[config.mk]
export PLATFORM = sky130hd
export DESIGN_NAME = bscan_unit
export DESIGN_NICKNAME = d
export VERILOG_FILES = /design/src/rtl/bscan_pkg.sv /design/src/rtl/bscan_width_gate.sv /design/src/rtl/bscan_bit_mirror.sv /design/src/rtl/bscan_lsb_enc.sv /design/src/rtl/bscan_unit.sv
export SDC_FILE = /design/constraint.sdc
export NUM_CORES = 1
export LEC_CHECK = 0
export BUFFER_PORTS_ARGS = -buffer_cell sky130_fd_sc_hd__buf_2
export CAP_MARGIN = 15
export CELL_PAD_IN_SITES_DETAIL_PLACEMENT = 1
export CELL_PAD_IN_SITES_GLOBAL_PLACEMENT = 2
export CORE_ASPECT_RATIO = 0.5
export CORE_MARGIN = 4
export CORE_UTILIZATION = 28
export DETAILED_ROUTE_END_ITERATION = 7
export PLACE_DENSITY = 0.9
export REMOVE_ABC_BUFFERS = 1
export SLEW_MARGIN = 20
export SYNTH_ARGS = -nofsm -noshare
export SYNTH_HDL_FRONTEND = slang
export SYNTH_SLANG_ARGS = --single-unit
[constraint.sdc]
create_clock -name clk -period 4.01 [get_ports clk]
set_input_delay 0.2005 -clock clk [delete_from_list [all_inputs] [get_ports clk]]
set_output_delay 0.2005 -clock clk [all_outputs]
set_load 0.01 [all_outputs]
[src/rtl/bscan_pkg.sv]
package bscan_pkg;

   typedef enum logic [1:0] {
      SZ_16  = 2'd0,
      SZ_32  = 2'd1,
      SZ_64  = 2'd2,
      SZ_SPR = 2'd3
   } size_e;

   typedef enum logic {
      DIR_FWD = 1'b0,
      DIR_REV = 1'b1
   } dir_e;

   localparam int FLAG_N   = 5;
   localparam int FL_CARRY = 0;
   localparam int FL_PAR   = 1;
   localparam int FL_AUX   = 2;
   localparam int FL_SIGN  = 3;
   localparam int FL_OVF   = 4;

   localparam logic [FLAG_N-1:0] UNDEF_ALL =
      FLAG_N'((1 << FL_CARRY) | (1 << FL_PAR) | (1 << FL_AUX) |
              (1 << FL_SIGN)  | (1 << FL_OVF));

endpackage

[src/rtl/bscan_width_gate.sv]
module bscan_width_gate
   import bscan_pkg::*;
#(
   parameter int MAX_W = 64
) (
   input  logic [MAX_W-1:0] src_i,
   input  logic [1:0]       size_i,
   output logic [MAX_W-1:0] gated_o
);
   localparam int W_NARROW = MAX_W / 4;
   localparam int W_MID    = MAX_W / 2;

   localparam logic [MAX_W-1:0] M_NARROW = {{(MAX_W-W_NARROW){1'b0}}, {W_NARROW{1'b1}}};
   localparam logic [MAX_W-1:0] M_MID    = {{(MAX_W-W_MID){1'b0}}, {W_MID{1'b1}}};
   localparam logic [MAX_W-1:0] M_FULL   = {MAX_W{1'b1}};

   logic [MAX_W-1:0] sel_mask;

   always_comb begin
      unique case (size_e'(size_i))
         SZ_16:   sel_mask = M_NARROW;
         SZ_32:   sel_mask = M_MID;
         default: sel_mask = M_FULL;
      endcase
   end

   assign gated_o = src_i & sel_mask;

endmodule

[src/rtl/bscan_bit_mirror.sv]
module bscan_bit_mirror #(
   parameter int MAX_W = 64
) (
   input  logic [MAX_W-1:0] vec_i,
   output logic [MAX_W-1:0] vec_o
);
   for (genvar b = 0; b < MAX_W; b++) begin : g_bit
      assign vec_o[b] = vec_i[MAX_W-1-b];
   end
endmodule

[src/rtl/bscan_lsb_enc.sv]
module bscan_lsb_enc #(
   parameter int MAX_W    = 64,
   parameter bit ENC_TREE = 1'b1
) (
   input  logic [MAX_W-1:0]         vec_i,
   output logic                     found_o,
   output logic [$clog2(MAX_W)-1:0] idx_o
);
   localparam int IDX_W = $clog2(MAX_W);

   if (ENC_TREE) begin : g_tree
      for (genvar l = 1; l <= IDX_W; l++) begin : g_lvl
         localparam int NODES = MAX_W >> l;
         logic [NODES-1:0]        v;
         logic [NODES-1:0][l-1:0] ix;
         for (genvar n = 0; n < NODES; n++) begin : g_node
            if (l == 1) begin : g_leaf
               assign v[n]  = vec_i[2*n] | vec_i[2*n+1];
               assign ix[n] = ~vec_i[2*n];
            end else begin : g_inner
               assign v[n]  = g_lvl[l-1].v[2*n] | g_lvl[l-1].v[2*n+1];
               assign ix[n] = g_lvl[l-1].v[2*n] ? {1'b0, g_lvl[l-1].ix[2*n]}
                                                : {1'b1, g_lvl[l-1].ix[2*n+1]};
            end
         end
      end
      assign found_o = g_lvl[IDX_W].v[0];
      assign idx_o   = g_lvl[IDX_W].ix[0];
   end else begin : g_loop
      always_comb begin
         idx_o = '0;
         for (int i = MAX_W - 1; i >= 0; i--) begin
            if (vec_i[i]) idx_o = i[IDX_W-1:0];
         end
      end
      assign found_o = |vec_i;
   end

endmodule

[src/rtl/bscan_unit.sv]
module bscan_unit
   import bscan_pkg::*;
#(
   parameter int MAX_W    = 64,
   parameter bit ENC_TREE = 1'b1
) (
   input  logic                 clk,
   input  logic                 rst,
   input  logic                 in_valid_i,
   input  logic [MAX_W-1:0]     src_i,
   input  logic [1:0]           size_i,
   input  logic                 dir_i,
   input  logic [MAX_W-1:0]     dest_i,
   output logic                 out_valid_o,
   output logic [MAX_W-1:0]     dest_o,
   output logic                 zf_o,
   output logic [FLAG_N-1:0]    undef_o
);
   localparam int IDX_W = $clog2(MAX_W);
   localparam logic [IDX_W-1:0] TOP_IDX = IDX_W'(MAX_W - 1);

   if (MAX_W < 8 || (MAX_W & (MAX_W - 1)) != 0) begin : g_bad_width
      $error("bscan_unit: MAX_W must be a power of two of at least 8");
   end

   logic [MAX_W-1:0] gated;
   logic [MAX_W-1:0] mirrored;
   logic [MAX_W-1:0] search_vec;
   logic             found;
   logic [IDX_W-1:0] raw_idx;
   logic [IDX_W-1:0] pos;
   logic [MAX_W-1:0] next_dest;

   bscan_width_gate #(.MAX_W(MAX_W)) gate_i (
      .src_i   (src_i),
      .size_i  (size_i),
      .gated_o (gated)
   );

   bscan_bit_mirror #(.MAX_W(MAX_W)) mirror_i (
      .vec_i (gated),
      .vec_o (mirrored)
   );

   assign search_vec = (dir_e'(dir_i) == DIR_REV) ? mirrored : gated;

   bscan_lsb_enc #(.MAX_W(MAX_W), .ENC_TREE(ENC_TREE)) enc_i (
      .vec_i   (search_vec),
      .found_o (found),
      .idx_o   (raw_idx)
   );

   assign pos       = (dir_e'(dir_i) == DIR_REV) ? (TOP_IDX - raw_idx) : raw_idx;
   assign next_dest = found ? {{(MAX_W-IDX_W){1'b0}}, pos} : dest_i;

   always_ff @(posedge clk) begin
      if (rst) begin
         out_valid_o <= 1'b0;
         dest_o      <= '0;
         zf_o        <= 1'b0;
         undef_o     <= '0;
      end else begin
         out_valid_o <= in_valid_i;
         if (in_valid_i) begin
            dest_o  <= next_dest;
            zf_o    <= ~found;
            undef_o <= UNDEF_ALL;
         end
      end
   end

endmodule

==> results.py, run 1 <==
metrics = {
    "outcome": {
        "status": "finished, final reports clean",
    },
    "grt": {
        "grt_pass1_wl_mm": 24.72,
        "grt_pass1_vias": 5144,
        "grt_max_degree": 90,
        "grt.total_usage_pct": 15.56,
        "antenna_found_initial": 0,
        "grt.overflow.total": 0,
    },
    "clock_tree": {
        "cts_setup_buffers": 0,
        "clk_pin_slew_worst_paths_ns": 0.05,
        "ctsHoldBuffers": 0,
        "clock_sinks": 67,
        "cts_root_buf": "clkbuf_16",
        "cts_inserted_buffers": 9,
        "htreeDepth": 3,
        "cts_buffer_depth": 2,
        "cts.repair.resized": 0,
        "clk_latency_ns": 0.32,
        "cts_tree": "yes",
    },
    "setup_path": {
        "crit_arrival_ns": 3.10,
        "required_ns": 4.18,
        "cp_max_fo": 37,
        "r2r_cells": 3,
        "start_kind": "input port",
        "critPathKind": "input port to flop",
        "r2r_slack_ns": 3.19,
        "endpoint_kind": "flop",
        "r2r-end": "dest_o[1]$_SDFFE_PP0P_",
        "r2r-start": "dest_o[1]$_SDFFE_PP0P_",
    },
    "synthesis": {
        "yosysUniqueCellTypes": 61,
        "async_flop_share_pct": 0,
        "post-synth-top-area-fraction_pct": 28.75,
        "synthCells": 577,
        "synth_area_mm2": 0.004666,
        "synth_warnings": 0,
        "synth_top_area_cell": "dfxtp_1",
        "yosys-top-cells-count": "67 x dfxtp_1, 66 x nand2b_1, 59 x a21oi_1, 39 x nand3_2, 33 x nor2_1",
        "synth-edff-count": 0,
        "synth_seq_cells": 67,
        "syn-mean-instance-area_um2": 8.086,
        "synth.most_common_cell": "dfxtp_1",
        "dominantRegCellSynth": "dfxtp_1",
        "synth_area_leaders": "dfxtp_1 29%, nand2b_1 8.8%, nand3_2 8.4%",
        "synth_seq_area_share_pct": 28.75,
    },
    "routing": {
        "first_iter_violations": 110,
        "post_drt_via_cell_ratio": 4.900,
        "vias": 4792,
        "drc": 0,
        "drtPass1Iterations": 5,
        "antenna_left": 0,
        "finalWirelength_mm": 15.14,
        "wire_per_inst_um": 15.48,
    },
    "timing": {
        "whs_ns": 0.1389,
        "fmax_mhz": 341.6,
        "worst_pin_slew_ns": 0.8587,
        "fin_skew_ns": 0,
        "slew_viol_final": 0,
        "fin_crit_sh_pct": 73.01,
        "setup_slack_ns": 1.082,
        "hold_viol": 0,
        "rsz0062_at_grt": "false",
        "min_period_ns": 2.928,
        "slew_headroom_pct": 42.75,
        "setup_viol": 0,
    },
    "power_and_ir_drop": {
        "power.share.sequential_pct": 37.2,
        "clockPowerShare_pct": 43.8,
        "leakagePower_nw": 2.431,
        "ir_worst_vdd_mv": 0.2365,
        "p_comb_share_pct": 19.0,
        "internal_power_mw": 1.341,
        "p_per_area_mw_per_mm2": 301.9,
        "switching_power_uw": 475.7,
        "swShare_pct": 26.19,
    },
    "floorplan": {
        "die_x_um": 190.6,
        "fp.coreArea_mm2": 0.01635,
        "start_util_pct": 28.54,
        "ios": 205,
        "die-area_mm2": 0.01892,
        "placementRows": 33,
        "die_h_um": 99.28,
    },
    "min_path": {
        "worstHoldStart": "dest_i[39]",
        "hold_path_class": "input port to flop",
        "min_to": "dest_o[39]$_SDFFE_PP0P_",
        "hold_depth": 3,
    },
    "placed_design": {
        "io_buffers": 204,
        "hpwl_mm": 11.80,
        "placed_cell_area_mm2": 0.005715,
        "routabilityCongestion": 0.8574,
        "preCtsSetupSlack_ns": 0.7363,
    },
    "layout": {
        "n_antenna_cell": 0,
        "final_core_util_pct": 36.80,
        "n_fill_cell": 2054,
        "syn_to_final_growth_pct": 28.96,
        "design_area_mm2": 0.006017,
        "post_route_cells_drive_above_1_share_pct": 41.01,
        "nNetsFinal": 882,
    },
    "flow_run": {
        "drv_cap": 0,
    },
}
==> worst max-delay path by stage <==
| stage | startpoint | to | slack [ns] | cells after the start |
|---|---|---|---|---|
| final | dir_i | dest_o[5]$_SDFFE_PP0P_ | 1.08 | 11 |
| after global routing | dir_i | dest_o[24]$_SDFFE_PP0P_ | 0.79 | 10 |
| after floorplan | dir_i | dest_o[1]$_SDFFE_PP0P_ | -0.40 | 8 |
| after global placement | dir_i | dest_o[5]$_SDFFE_PP0P_ | 0.81 | 10 |
| after CTS | dir_i | dest_o[5]$_SDFFE_PP0P_ | 1.07 | 11 |
| after detailed placement | dir_i | dest_o[5]$_SDFFE_PP0P_ | 0.74 | 11 |
==> critical path, cell delays in order <==
cell and delay [ns]:
buf_2 0.46, buf_4 0.33, nand3b_1 0.13, o21ai_0 0.22, nor4b_4 0.46, nand4_4 0.22
nor4_4 0.48, buf_12 0.30, nand2b_1 0.09, o211ai_1 0.09, a21oi_1 0.08
==> area by class of cell <==
cell class,instances,area [µm²],area share (%)
Multi-Input combinational cell,440,2918,48.49
Sequential cell,67,1341,22.29
Timing Repair Buffer,211,1101,18.30
Tap cell,227,284.0,4.720
Clock buffer,12,266.5,4.429
Inverter,19,71.32,1.185
Clock inverter,2,35.03,0.5822
==> logic make-up (layout without fill, tap and decap cells) <==
family / after synthesis / count (layout) / share of synthesized area [%]
muxes: 8 / 8 / 1.743
buffers and inverters: 70 / 244 / 8.715
xor gates and xnor gates: 2 / 2 / 0.3755
AOI/OAI and AO/OA: 196 / 196 / 26.95
and+or+nand+nor: 234 / 234 / 33.47
DFF: 67 / 67 / 28.75
==> power groups by stage <==
stage	logic, mW	registers (mW)	clock network (mW)
floorplan	0.163	0.693	0
global route	0.386	0.675	0.852
global placement	0.342	0.689	0
finish	0.346	0.675	0.796
detailed placement	0.348	0.689	0
CTS	0.350	0.675	0.825
==> layer usage <==
layer / part of all wire [%] / vias to the layer above / track usage (%)
met5: 0 / - / 0
met2: 49 / 99 / 28.22
li1: - / 2410 / -
met4: 0.92 / 0 / 2.868
met3: 5.2 / 15 / 4.137
met1: 44 / 2268 / 18.83
==> cells in the final DEF (no fill, tap or decap), drive strengths merged, types with 3 or more instances in the layout <==
cell,netlist,routed
o21ai,32,32
a211oi,7,7
nand2b,66,66
a21oi,87,87
nor4b,3,3
nand3b,6,6
o21a,4,4
nor4,5,5
and3,6,6
nor3,4,4
inv,19,19
mux2i,7,7
buf,32,211
dfxtp,67,67
a21o,4,4
o22ai,29,29
o21bai,3,3
clkbuf,19,12
o211ai,5,5
nand3,68,68
nor2b,8,8
nor2,35,35
nand2,22,22
a31oi,10,10
==> state kept, by name (all words and copies together) (netlist names) <==
name and cells:
out_valid_o 1, undef_o 1, zf_o 1, dest_o 64
==> through the flow <==
step | setup TNS, ns | std cells | power, mW
2_1_floorplan | -9.595 | 526 | 0.8562
5_1_grt | 0 | 978 | 1.913
6_report | 0 | 978 | 1.816
4_1_cts | 0 | 978 | 1.849
3_5_place_dp | 0 | 964 | 1.037
3_3_place_gp | 0 | 964 | 1.031
Note: power is estimated with default switching activity, not from simulation.
==> inputs of run 2 (changes only) <==
ABC_AREA = 1   (was unset)
CORE_UTILIZATION = 23   (was 28)
PLACE_DENSITY = 0.85   (was 0.9)
clock period = 2.8 ns   (was 4.01 ns; I/O delays follow)
==> results.py, run 2 <==
metrics = {
    "layout": {
        "post_route_cells_drive_above_1_share_pct": 25.49,
        "multi_input_area_mm2": 0.002713,
        "design_area_mm2": 0.006056,
        "n_fill_cell": 2670,
        "largest_register_ffs": 64,
        "final_cell_mix": "320 x nand2_1, 204 x buf_2, 103 x nand3_1",
        "ff_latch_area_mm2": 0.001341,
        "largest-register": "dest_o",
        "final_core_util_pct": 30.98,
        "final_common_cell": "nand2_1",
        "syn_to_final_growth_pct": 31.81,
        "nNetsFinal": 1103,
    },
    "setup_path": {
        "path_cells": "buf_2 -> buf_4 -> or2_2 -> nand2_1 -> nand2_1 -> nor2_1 -> nand2_1 -> nor2_4 -> nand3_2 -> inv_2 -> nand2_1 -> clkinv_2 -> buf_12 -> nand2_1 -> nand2_1 -> nand2_1 -> a21oi_1",
        "r2r-start": "dest_o[11]$_SDFFE_PP0P_",
        "cp_common_cell": "nand2_1",
        "start_kind": "input port",
        "required_ns": 3.05,
        "crit_path_start": "dir_i",
        "critPathTopFamily": "simple AND/OR/NAND/NOR gates",
        "cp_max_fo": 49,
        "endpoint_kind": "flop",
        "worst-path-buf-inv": 5,
        "critical_path.max_stage_delay_ns": 0.30,
        "crit_slowest_cell": "or2_2",
        "crit_arrival_ns": 2.50,
        "critPathKind": "input port to flop",
    },
    "power_and_ir_drop": {
        "p_per_area_mw_per_mm2": 429.7,
        "ir_worst_vdd_mv": 0.2582,
        "leakagePower_nw": 3.033,
    },
    "placed_design": {
        "preCtsSetupSlack_ns": 0.2200,
        "placed_cell_area_mm2": 0.005758,
        "hpwl_mm": 13.54,
        "io_buffers": 204,
        "routabilityCongestion": 0.8327,
    },
    "grt": {
        "grt.total_usage_pct": 14.62,
        "grt_max_degree": 67,
        "grt_pass1_wl_mm": 27.81,
        "grt.overflow.total": 0,
        "grt_pass1_vias": 5736,
        "antenna_found_initial": 1,
    },
    "timing": {
        "worst_pin_slew_ns": 0.6589,
        "slew_headroom_pct": 56.07,
        "fin_crit_sh_pct": 80.43,
        "setup_slack_ns": 0.5480,
        "setup_viol": 0,
        "fmax_mhz": 444.1,
        "tns_ns": 0,
        "slew_viol_final": 0,
        "rsz0062_at_grt": "false",
        "hold_viol": 0,
        "fin_skew_ns": 0,
        "min_period_ns": 2.252,
    },
    "synthesis": {
        "synth_top_area_cell": "dfxtp_1",
        "synth_compound_area_share_pct": 15.28,
        "synthAdderAreaFrac_pct": 0,
        "yosysUniqueCellTypes": 31,
        "syn-mean-instance-area_um2": 5.786,
        "synth_seq_area_share_pct": 29.19,
        "synth_top_family_by_area": "simple AND/OR/NAND/NOR gates",
        "synth_xor_xnor_area_share_pct": 0,
        "synth_area_mm2": 0.004594,
        "post-synth-top-area-fraction_pct": 29.19,
        "synthMuxAreaShare_pct": 0,
        "synthCells": 794,
        "yosys-top-cells-count": "320 x nand2_1, 103 x nand3_1, 75 x a21oi_1, 67 x dfxtp_1, 48 x nor2_1",
        "synth_area_leaders": "dfxtp_1 29%, nand2_1 26%, nand3_1 11%",
        "synth_warnings": 0,
        "synth-edff-count": 0,
        "synth_simple_gate_area_share_pct": 43.76,
        "dominantRegCellSynth": "dfxtp_1",
        "async_flop_share_pct": 0,
        "synth_seq_cells": 67,
        "synth.most_common_cell": "nand2_1",
    },
    "routing": {
        "drc": 0,
        "vias": 5586,
        "drtPass1Iterations": 4,
        "wire_per_inst_um": 13.62,
        "antenna_left": 0,
        "post_drt_via_cell_ratio": 4.505,
        "finalWirelength_mm": 16.89,
        "first_iter_violations": 275,
    },
    "clock_tree": {
        "cts.repair.resized": 0,
        "clk_pin_slew_worst_paths_ns": 0.05,
        "ctsHoldBuffers": 0,
        "cts_inserted_buffers": 9,
        "clock_sinks": 67,
        "clk_latency_ns": 0.32,
        "cts_buffer_depth": 2,
        "cts_tree": "yes",
        "cts_setup_buffers": 0,
        "cts_root_buf": "clkbuf_16",
        "htreeDepth": 3,
    },
    "floorplan": {
        "die_x_um": 207.9,
        "fp.coreArea_mm2": 0.01955,
        "start_util_pct": 23.50,
        "placementRows": 36,
        "die_h_um": 107.9,
        "ios": 205,
        "die-area_mm2": 0.02244,
    },
    "outcome": {
        "status": "finished, final reports clean",
    },
    "flow_run": {
        "drv_cap": 0,
    },
    "min_path": {
        "worstHoldStart": "dest_i[31]",
        "hold_path_class": "input port to flop",
    },
}
run 2: power breakdown:
| group | internal [mW] | switching [mW] | leakage, nW |
|---|---|---|---|
| combinational | 0.196 | 0.327 | 2.35 |
| clock | 0.731 | 0.383 | 0.146 |
| sequential | 0.962 | 0.00366 | 0.541 |
run 2: cell families (layout without fill, tap and decap cells):
kind of cell,Yosys count,in the layout
simple gates,488,488
flops,67,67
other cells,0,1
buf+inv,104,283
compound gates,135,135
run 2: final timing paths:
path,end,slack (ns),depth (start not counted)
worst max-delay path,dest_o[5]$_SDFFE_PP0P_,0.55,17
worst max register to register,dest_o[11]$_SDFFE_PP0P_,2.15,2
worst min-delay path,dest_o[31]$_SDFFE_PP0P_,0.08,3
worst min register to register,dest_o[16]$_SDFFE_PP0P_,0.46,2
run 2: metal layers:
layer | part of all wire (%) | track usage (%) | vias up
li1 | - | - | 2895
met1 | 46 | 18.70 | 2549
met2 | 48 | 25.69 | 114
met3 | 3.5 | 2.406 | 28
met4 | 2.1 | 4.356 | 0
met5 | 0 | 0 | -
run 2: final cells by class:
type	count	area share [%]
Clock inverter	2	0.5785
Sequential cell	67	22.15
Antenna cell	1	0.04132
Tap cell	266	5.496
Multi-Input combinational cell	623	44.79
Inverter	49	3.099
Clock buffer	13	4.298
Timing Repair Buffer	219	19.55
run 2: stage by stage:
step	hold slack, ns	std cells	total power [mW]
after detailed placement	0.4147	1224	1.516
after global placement	0.4083	1224	1.508
after global routing	0.07503	1240	2.772
after floorplan	0.2091	739	1.243
after CTS	0.06138	1239	2.658
final	0.07728	1240	2.602
run 2: worst register-to-register path: cells and delay by family, from the launching register on:
| family | cells | cell delay [ns] |
|---|---|---|
| AOI/OAI and AO/OA | 1 | 0.19 |
| DFF | 1 | 0.33 |
| and+or+nand+nor | 1 | 0.06 |
==> inputs of run 3 (changes only) <==
clock period = 2.1 ns   (was 2.8 ns; I/O delays follow)
==> results.py, run 3 (synthesis gave the netlist of run 2 again) <==
metrics = {
    "outcome": {
        "status": "finished, final reports clean",
    },
    "setup_path": {
        "start_kind": "input port",
        "r2r-start": "dest_o[28]$_SDFFE_PP0P_",
        "critPathKind": "input port to flop",
        "cp_max_fo": 35,
        "crit_arrival_ns": 2.11,
        "crit_path_start": "dir_i",
        "cp_common_cell": "nand2_1",
        "critical_path.max_stage_delay_ns": 0.30,
        "path_cells": "buf_2 -> buf_12 -> or2_2 -> nand2_1 -> nand2_1 -> nor2_2 -> nand2_2 -> nor2_4 -> nand3_2 -> inv_2 -> nand2_2 -> buf_4 -> o21ai_0 -> inv_1 -> nand2_1 -> a21oi_1",
        "endpoint_kind": "flop",
        "crit_slowest_cell": "or2_2",
        "required_ns": 2.28,
    },
    "clock_tree": {
        "cts_tree": "yes",
        "ctsHoldBuffers": 0,
        "cts_root_buf": "clkbuf_16",
        "clk_latency_ns": 0.33,
        "cts_inserted_buffers": 9,
        "cts_buffer_depth": 2,
        "htreeDepth": 3,
        "clock_sinks": 67,
        "clk_pin_slew_worst_paths_ns": 0.05,
    },
    "floorplan": {
        "die_x_um": 207.9,
        "start_util_pct": 23.50,
        "fp.coreArea_mm2": 0.01955,
        "placementRows": 36,
        "die-area_mm2": 0.02244,
        "die_h_um": 107.9,
        "ios": 205,
    },
    "layout": {
        "syn_to_final_growth_pct": 44.44,
        "final_cell_mix": "317 x nand2_1, 204 x buf_2, 103 x nand3_1",
        "final_common_cell": "nand2_1",
        "design_area_mm2": 0.006636,
        "finalNonFillerCells": 1310,
        "nNetsFinal": 1174,
        "post_route_cells_drive_above_1_share_pct": 31.42,
        "final_core_util_pct": 33.95,
        "n_antenna_cell": 0,
        "largest_register_ffs": 64,
        "largest-register": "dest_o",
        "n_fill_cell": 2620,
    },
    "routing": {
        "wire_per_inst_um": 13.76,
        "post_drt_via_cell_ratio": 4.531,
        "antenna_left": 0,
        "finalWirelength_mm": 18.02,
        "vias": 5935,
        "drtPass1Iterations": 4,
        "first_iter_violations": 287,
        "drc": 0,
    },
    "placed_design": {
        "io_buffers": 204,
        "placed_cell_area_mm2": 0.006319,
        "hpwl_mm": 14.32,
        "preCtsSetupSlack_ns": -0.3106,
        "placedCellCount": 1294,
        "routabilityCongestion": 0.8511,
    },
    "timing": {
        "min_period_ns": 1.928,
        "fmax_mhz": 518.7,
        "slew_viol_final": 0,
        "hold_viol": 0,
        "fin_skew_ns": 0,
        "setup_slack_ns": 0.1721,
        "setup_viol": 0,
        "fin_crit_sh_pct": 91.81,
        "worst_pin_slew_ns": 0.6783,
        "slew_headroom_pct": 54.78,
    },
    "grt": {
        "antenna_found_initial": 0,
        "grt.total_usage_pct": 15.34,
        "grt_pass1_vias": 6029,
        "grt.overflow.total": 0,
        "grt_pass1_wl_mm": 28.92,
        "grt_max_degree": 48,
    },
    "power_and_ir_drop": {
        "leakagePower_nw": 3.380,
        "ir_worst_vdd_mv": 0.3494,
        "p_total_mw": 3.461,
        "p_per_area_mw_per_mm2": 521.5,
    },
    "flow_run": {
        "drv_cap": 0,
    },
    "min_path": {
        "worstHoldStart": "dest_i[48]",
        "hold_path_class": "input port to flop",
    },
}
run 3: critical path, delay by kind of cell:
family / cells / cell delay, ns
simple gates: 9 / 1.14
buf+inv: 5 / 0.65
compound gates: 2 / 0.19
run 3: worst paths after layout:
| path | slack [ns] | depth (start not counted) | end |
|---|---|---|---|
| worst max-delay path | 0.17 | 16 | dest_o[0]$_SDFFE_PP0P_ |
| worst min-delay path | 0.04 | 3 | dest_o[48]$_SDFFE_PP0P_ |
| worst max register to register | 1.44 | 2 | dest_o[28]$_SDFFE_PP0P_ |
| worst min register to register | 0.46 | 2 | dest_o[38]$_SDFFE_PP0P_ |
run 3: final cells by class:
| cell class | instances | area [µm²] | share of cell area (%) |
|---|---|---|---|
| sequential | 67 | 1341 | 20.21 |
| timing repair buffer | 290 | 1775 | 26.75 |
| clock buffer | 12 | 246.5 | 3.714 |
| clock inverter | 3 | 15.01 | 0.2262 |
| inverter | 49 | 188.9 | 2.847 |
| multi-input combinational | 623 | 2736 | 41.23 |
| tap | 266 | 332.8 | 5.015 |
run 3: power breakdown:
part           switching, mW  internal, mW
Clock                  0.514         0.817
Combinational          0.473         0.370
Sequential           0.00498          1.28
run 3: through the flow:
step                      hold WS, ns  setup TNS, ns
after floorplan                0.1741         -16.77
after global placement         0.3721         -9.977
after detailed placement       0.3786         -16.22
after CTS                     0.01889              0
after global routing          0.03267      -0.007988
final                         0.03727              0
run 3: layer usage:
| metal | global-route usage [%] | vias up | part of all wire [%] |
|---|---|---|---|
| li1 | - | 3043 | - |
| met1 | 18.79 | 2768 | 46 |
| met2 | 27.71 | 100 | 49 |
| met3 | 2.696 | 24 | 3.3 |
| met4 | 5.012 | 0 | 2.0 |
| met5 | 0 | - | 0 |
run 3: what timing repair did:
item	CTS	global route
buffers inserted	0	0
setup endpoints to repair	0	64
resized for setup	0	12
